--- config.mk ---
export PLATFORM = sky130hd
export DESIGN_NAME = uart_stat_reg
export DESIGN_NICKNAME = d
export VERILOG_FILES = /design/src/rtl/uart_stat_pkg.sv /design/src/rtl/stat_sync_edge.sv /design/src/rtl/stat_sticky_flag.sv /design/src/rtl/stat_tc_seq.sv /design/src/rtl/uart_stat_reg.sv
export SDC_FILE = /design/constraint.sdc
export NUM_CORES = 1
export LEC_CHECK = 0
export CORE_UTILIZATION = 27
export DETAILED_ROUTE_END_ITERATION = 10
export PLACE_DENSITY = 0.95
export SLEW_MARGIN = 20
export SYNTH_ARGS = -nofsm -noshare
export SYNTH_HDL_FRONTEND = slang
export SYNTH_SLANG_ARGS = --single-unit
--- constraint.sdc ---
create_clock -name clk -period 2.2 [get_ports clk]
set_clock_uncertainty 0.15 [all_clocks]
set_input_delay 0.33 -clock clk [delete_from_list [all_inputs] [get_ports clk]]
set_output_delay 0.33 -clock clk [all_outputs]
set_load 0.02 [all_outputs]
--- src/rtl/uart_stat_pkg.sv ---
package uart_stat_pkg;
  localparam int BIT_CTS = 9;
  localparam int BIT_BRK = 8;
  localparam int BIT_TXE = 7;
  localparam int BIT_TC  = 6;
  localparam int NFLAG   = 3;   // sticky flags built from one cell: cts, brk, txe
  localparam logic [31:0] STAT_RST = 32'h0000_00C0;
endpackage

--- src/rtl/stat_sync_edge.sv ---
module stat_sync_edge #(
  parameter int STAGES = 2
) (
  input  logic clk,
  input  logic rst,
  input  logic din,
  output logic edge_o
);
  logic [STAGES-1:0] chain;
  logic              prev;

  always_ff @(posedge clk) begin
    if (rst) begin
      chain <= '1;
      prev  <= 1'b1;
    end else begin
      chain <= {chain[STAGES-2:0], din};
      prev  <= chain[STAGES-1];
    end
  end

  assign edge_o = chain[STAGES-1] ^ prev;
endmodule

--- src/rtl/stat_sticky_flag.sv ---
module stat_sticky_flag #(
  parameter logic RST_VAL = 1'b0
) (
  input  logic clk,
  input  logic rst,
  input  logic set_i,
  input  logic clr_i,
  output logic q
);
  always_ff @(posedge clk) begin
    if (rst)        q <= RST_VAL;
    else if (set_i) q <= 1'b1;
    else if (clr_i) q <= 1'b0;
  end

  // set has priority over a same-cycle clear
  p_set_wins_r8: assert property (@(posedge clk) disable iff (rst)
    set_i |=> q);
  p_rise_needs_set_r4: assert property (@(posedge clk) disable iff (rst)
    $rose(q) |-> $past(set_i));
  p_fall_needs_clr_r4: assert property (@(posedge clk) disable iff (rst)
    $fell(q) |-> ($past(clr_i) && !$past(set_i)));
endmodule

--- src/rtl/stat_tc_seq.sv ---
module stat_tc_seq (
  input  logic clk,
  input  logic rst,
  input  logic done_i,
  input  logic rd_i,
  input  logic wr_i,
  output logic tc_q
);
  logic armed;

  always_ff @(posedge clk) begin
    if (rst) begin
      tc_q  <= 1'b1;
      armed <= 1'b0;
    end else begin
      if (done_i)             tc_q <= 1'b1;
      else if (wr_i && armed) tc_q <= 1'b0;

      if (done_i || wr_i)     armed <= 1'b0;
      else if (rd_i && tc_q)  armed <= 1'b1;
    end
  end

  p_tc_clear_seq_r6: assert property (@(posedge clk) disable iff (rst)
    $fell(tc_q) |-> ($past(wr_i) && $past(armed)));
  p_tc_done_r7: assert property (@(posedge clk) disable iff (rst)
    done_i |=> (tc_q && !armed));
endmodule

--- src/rtl/uart_stat_reg.sv ---
module uart_stat_reg
  import uart_stat_pkg::*;
#(
  parameter int DW          = 32,
  parameter int ERRW        = 5,
  parameter int SYNC_STAGES = 2
) (
  input  logic            clk,
  input  logic            rst,
  input  logic            cts_n,
  input  logic            cts_watch_en,
  input  logic            ie_cts,
  input  logic            ie_brk,
  input  logic            ie_txe,
  input  logic            ie_tc,
  input  logic            ev_hold_xfer,
  input  logic            ev_frame_done,
  input  logic            ev_break,
  input  logic [ERRW-1:0] rx_err,
  input  logic            rd_stat,
  input  logic            wr_stat,
  input  logic            wr_data,
  input  logic [DW-1:0]   wdata,
  output logic [DW-1:0]   stat_word,
  output logic            irq
);
  localparam int UPW = DW - (BIT_CTS + 1);

  logic              cts_edge;
  logic [ERRW-1:0]   err_q;
  logic [NFLAG-1:0]  f_set, f_clr, f_q;
  logic              tc_q;
  logic [3:0]        irq_src;
  logic              unused_wbits;

  assign unused_wbits = ^wdata;

  stat_sync_edge #(.STAGES(SYNC_STAGES)) u_sync (
    .clk(clk), .rst(rst), .din(cts_n), .edge_o(cts_edge)
  );

  // index 0: cts change, 1: break, 2: transmit empty
  assign f_set[0] = cts_edge && cts_watch_en;
  assign f_clr[0] = wr_stat && !wdata[BIT_CTS];
  assign f_set[1] = ev_break;
  assign f_clr[1] = wr_stat && !wdata[BIT_BRK];
  assign f_set[2] = ev_hold_xfer;
  assign f_clr[2] = wr_data;

  for (genvar i = 0; i < NFLAG; i++) begin : g_flag
    stat_sticky_flag #(.RST_VAL(i == 2)) u_flag (
      .clk(clk), .rst(rst), .set_i(f_set[i]), .clr_i(f_clr[i]), .q(f_q[i])
    );
  end

  stat_tc_seq u_tc (
    .clk(clk), .rst(rst), .done_i(ev_frame_done),
    .rd_i(rd_stat), .wr_i(wr_data), .tc_q(tc_q)
  );

  always_ff @(posedge clk) begin
    if (rst) err_q <= '0;
    else     err_q <= rx_err;
  end

  assign irq_src = {f_q[0] & ie_cts, f_q[1] & ie_brk, f_q[2] & ie_txe, tc_q & ie_tc};

  always_ff @(posedge clk) begin
    if (rst) irq <= 1'b0;
    else     irq <= |irq_src;
  end

  assign stat_word = {{UPW{1'b0}}, f_q[0], f_q[1], f_q[2], tc_q,
                      {(BIT_TC - ERRW){1'b0}}, err_q};

  p_irq_src_r11: assert property (@(posedge clk) disable iff (rst)
    irq |-> $past(|(stat_word[BIT_CTS:BIT_TC] & {ie_cts, ie_brk, ie_txe, ie_tc})));
  p_cts_gate_r3: assert property (@(posedge clk) disable iff (rst)
    $rose(stat_word[BIT_CTS]) |-> $past(cts_watch_en));
  p_err_mirror_r10: assert property (@(posedge clk) disable iff (rst)
    $past(!rst) |-> (stat_word[ERRW-1:0] == $past(rx_err)));
endmodule

### Word-level counts from Yosys, hierarchy flattened

Cells that the tools add are included.

* muxes and demuxes: 4
* bitwise operators: 5
* reduce and logical (&&, ||, !) cells: 14

Operators by type and width (number)
* 2-bit OR reduction: 3
* 1-bit logical AND: 5
* 1-bit bitwise AND: 4
* 1-bit 2-to-1 mux: 4
* 2-bit nonzero test: 2
* 4-bit OR reduction: 1
* 1-bit zero test: 2
* 1-bit logical OR: 1
* 1-bit XOR: 1

* bits in registers: 14
* output and inout bits: 33
* logic and storage cells: 32

### Longest topological paths before layout

* depth in word-level cells: 4
* mapped depth: 3

### Hierarchy

Synthesis repeated with hierarchy kept, for this count alone.

* cell total of the unflattened synthesis: 67
* area, all modules: 635.6 µm²

By module, submodules not included
* uart_stat_reg: instances 1, cells each 42, area an instance 374.1 µm², seq. area each 120.1 µm²
* stat_sync_edge: instances 1, cells each 7, area an instance 87.6 µm², seq. area each 60.1 µm²
* stat_sticky_flag (g_flag[0].u_flag ...): instances 2, cells each 4, area an instance 38.8 µm², seq. area each 20.0 µm²
* stat_tc_seq: instances 1, cells each 6, area an instance 63.8 µm², seq. area each 40.0 µm²
* stat_sticky_flag (g_flag[2].u_flag): instances 1, cells each 4, area an instance 32.5 µm², seq. area each 20.0 µm²

### Least setup slack after synthesis

No wires, ideal clock.

* path type: reg-to-output
* start: register u_tc.tc_q
* end: output stat_word[6]
* arrival: 0.481 ns
* required time: 1.720 ns
* path slack: 1.239 ns
* stages on the path, launching flop included: 2
* path through: dfxtp_1 > buf_4

RTL lines
* from (decl): line stat_tc_seq.sv:7 `output logic tc_q`
* from (signal assigned): line stat_tc_seq.sv:13 `tc_q <= 1'b1;`
* from (signal assigned): line stat_tc_seq.sv:16 `if (done_i) tc_q <= 1'b1;`
* from (signal assigned): line stat_tc_seq.sv:17 `else if (wr_i && armed) tc_q <= 1'b0;`
* to (decl): line uart_stat_reg.sv:24 `output logic [DW-1:0] stat_word,`

No word-level cell between the ends.

### Worst setup path in the final report

* start: register u_tc.tc_q
* end: output stat_word[6]

No word-level cell between the ends.

==> metrics.cfg <==
[outcome]
status = complete, no violations

[synthesis]
synthesis.instances = 69
synth_top_family_by_area = buffers and inverters
synthSimpleGateAreaFrac_pct = 12.0
netlist_area_um2 = 656
synth_fa_ha_area_share_pct = 0
synth_compound_area_share_pct = 8.97
ys_seq_area_share_pct = 42.7
synth-xor-area-share_pct = 1.34
muxShareOfSynthArea_pct = 0
synth_cell_types = 16
syn_area_per_cell_um2 = 9.50
ys_warn_count = 0
ys_ff_latch = 14

[critical_path]
max_stage_delay_ns = 0.62
crit_buf_inv = 1
end_kind = primary output
crit_start = u_tc.tc_q$_SDFFE_PP1P_
crit_end = stat_word[6]
cp_data_arrival_time_ns = 1.26
slowest_stage = clkdlybuf4s50_1
ff2ff_path_depth = 2
path_cells = clkdlybuf4s50_1
worst-path-stages = 1
cp_max_fo = 4
cp_data_required_time_ns = 1.72
r2r_start = u_tc.armed$_SDFFE_PP0P_
cp_top_family = buffers and inverters
r2r_setup_slack_ns = 1.27
worst-setup-path-type = register to primary output
reg2reg_to = u_tc.tc_q$_SDFFE_PP1P_
crit_path_start_kind = register

[timing]
rsz0062_at_grt = no
finalSetupTns_ns = 0
final_hold_viol_count = 0
drv_slew = 0
final.period_utilization_pct = 79.1
setup_viol = 0
fin_crit_ns = 1.74
setup_ws_ns = 0.459
fmax_mhz = 574

[placement]
place_ws_ns = 0.592
port_buffers = 30
gp_congestion = 0.513
placed_cell_area_um2 = 860
dp_hpwl_um = 867

[die]
die_area_um2 = 2630
io_pins = 84
die_h_um = 51.3
fp.dieW_um = 51.3
core_region_area_um2 = 2250
start_util_pct = 29.1
num_rows = 17

[global_route]
grt_use_met3_pct = 0.893
grt_overflow = 0
grt_pass1_wl_mm = 1.49
use_met2_pct = 15.6
grt_start_max_net_pins = 15
grt_util_all_layers_pct = 7.76
antenna_found_initial = 0
grt_busiest_layer = met2
grt_pass1_vias = 408
gr-usage-met1_pct = 7.03

[power]
p_per_area_nw_per_um2 = 594
peakVddDrop_uv = 228
leakagePower_nw = 0.388

[routing]
antenna_left = 0
drt_wl_total_mm = 1.06
dr.pass1.iters = 2
drc = 0
viasPerCell = 3.55
vias = 440
avgRoutedWirePerCell_um = 8.55
drtIter0Drc = 3

[clocking]
cts_resized = 0
cts_hold_buf = 0
clk_latency_ns = 0.27
cts_setup_buffers = 0
cts_root_buf = clkbuf_4
cts_made_buffers = 3
htreeDepth = 1
clk_pin_slew_ns = 0.08
cts_buffer_depth = 2
cts.sinks = 14
cts_tree = done

[final_layout]
area_delta_synth_final_pct = 34.5
final_common_cell = clkdlybuf4s50_1
fin_util_pct = 39.1
drive_above_1_share_pct = 4.17
nets = 149
antenna_cells = 0
postLayoutCellArea_um2 = 882
final_cell_mix = clkdlybuf4s50_1, conb_1, dfxtp_1

[worst_hold_path]
hold_path_class = register to register

[run]
cap_violations = 0

==> cells by family (layout without fill, tap and decap cells) <==
logic type	after synthesis	count (layout)
other cells	1	23
compound gates	10	10
simple gates	12	12
buf+inv	31	36
flops	14	14
xor+xnor	1	1
==> synthesized netlist by cell type (all sizes together) <==
library cell | instances | area [µm²]
dfxtp | 14 | 280
a22oi | 2 | 15.0
buf | 28 | 214
a21oi | 4 | 20.0
xor2 | 1 | 8.76
nor2 | 1 | 3.75
conb | 1 | 3.75
and2b | 4 | 30.0
o21ai | 3 | 15.0
nand2 | 2 | 7.51
inv | 3 | 11.3
or2 | 3 | 18.8
nor2b | 1 | 6.26
nor4 | 1 | 12.5
a211o | 1 | 8.76
==> power breakdown <==
part           total [mW]  internal [mW]  leakage [nW]  switching [mW]
Sequential          0.270          0.265         0.116         0.00466
Combinational       0.119         0.0547         0.258          0.0639
Clock               0.135         0.0632        0.0138          0.0722
Total               0.524          0.383         0.388           0.141
==> sequential cells by signal (all words and copies together) (netlist names) <==
signal / count
irq: 1
u_tc.tc_q: 1
u_sync.chain: 2
u_tc.armed: 1
g_flag.u_flag.q: 3
u_sync.prev: 1
err_q: 5
==> worst min-delay path by stage <==
stage / start / end / slack, ns / cells past startpoint
finish: u_sync.chain[0]$_SDFF_PP1_ / u_sync.chain[1]$_SDFF_PP1_ / 0.27 / 1
global route: u_sync.chain[0]$_SDFF_PP1_ / u_sync.chain[1]$_SDFF_PP1_ / 0.29 / 1
CTS: u_sync.chain[0]$_SDFF_PP1_ / u_sync.chain[1]$_SDFF_PP1_ / 0.26 / 1
detailed placement: u_sync.chain[0]$_SDFF_PP1_ / u_sync.chain[1]$_SDFF_PP1_ / 0.24 / 1
global placement: u_sync.chain[0]$_SDFF_PP1_ / u_sync.chain[1]$_SDFF_PP1_ / 0.24 / 1
floorplan: u_sync.chain[0]$_SDFF_PP1_ / u_sync.chain[1]$_SDFF_PP1_ / 0.23 / 1
==> per-layer routing <==
metal / up-vias / share of wire, %
li1: 222 / -
met1: 196 / 39
met2: 22 / 57
met3: 0 / 4.3
met4: 0 / 0
met5: - / 0
==> cell type report <==
cell class | count | area [µm²]
inverter | 3 | 11.3
multi-input combinational | 46 | 233
tap | 28 | 35.0
sequential | 14 | 280
timing repair buffer | 30 | 300
fill | 236 | 1370
clock buffer | 3 | 22.5
==> metrics by stage <==
stage / total power, mW / hold slack [ns] / instances
global route: 0.554 / 0.294 / 124
finish: 0.524 / 0.266 / 124
detailed placement: 0.395 / 0.243 / 121
CTS: 0.532 / 0.263 / 124
floorplan: 0.374 / 0.233 / 91
global placement: 0.393 / 0.240 / 121
Note: power is estimated with default switching activity, not from simulation.
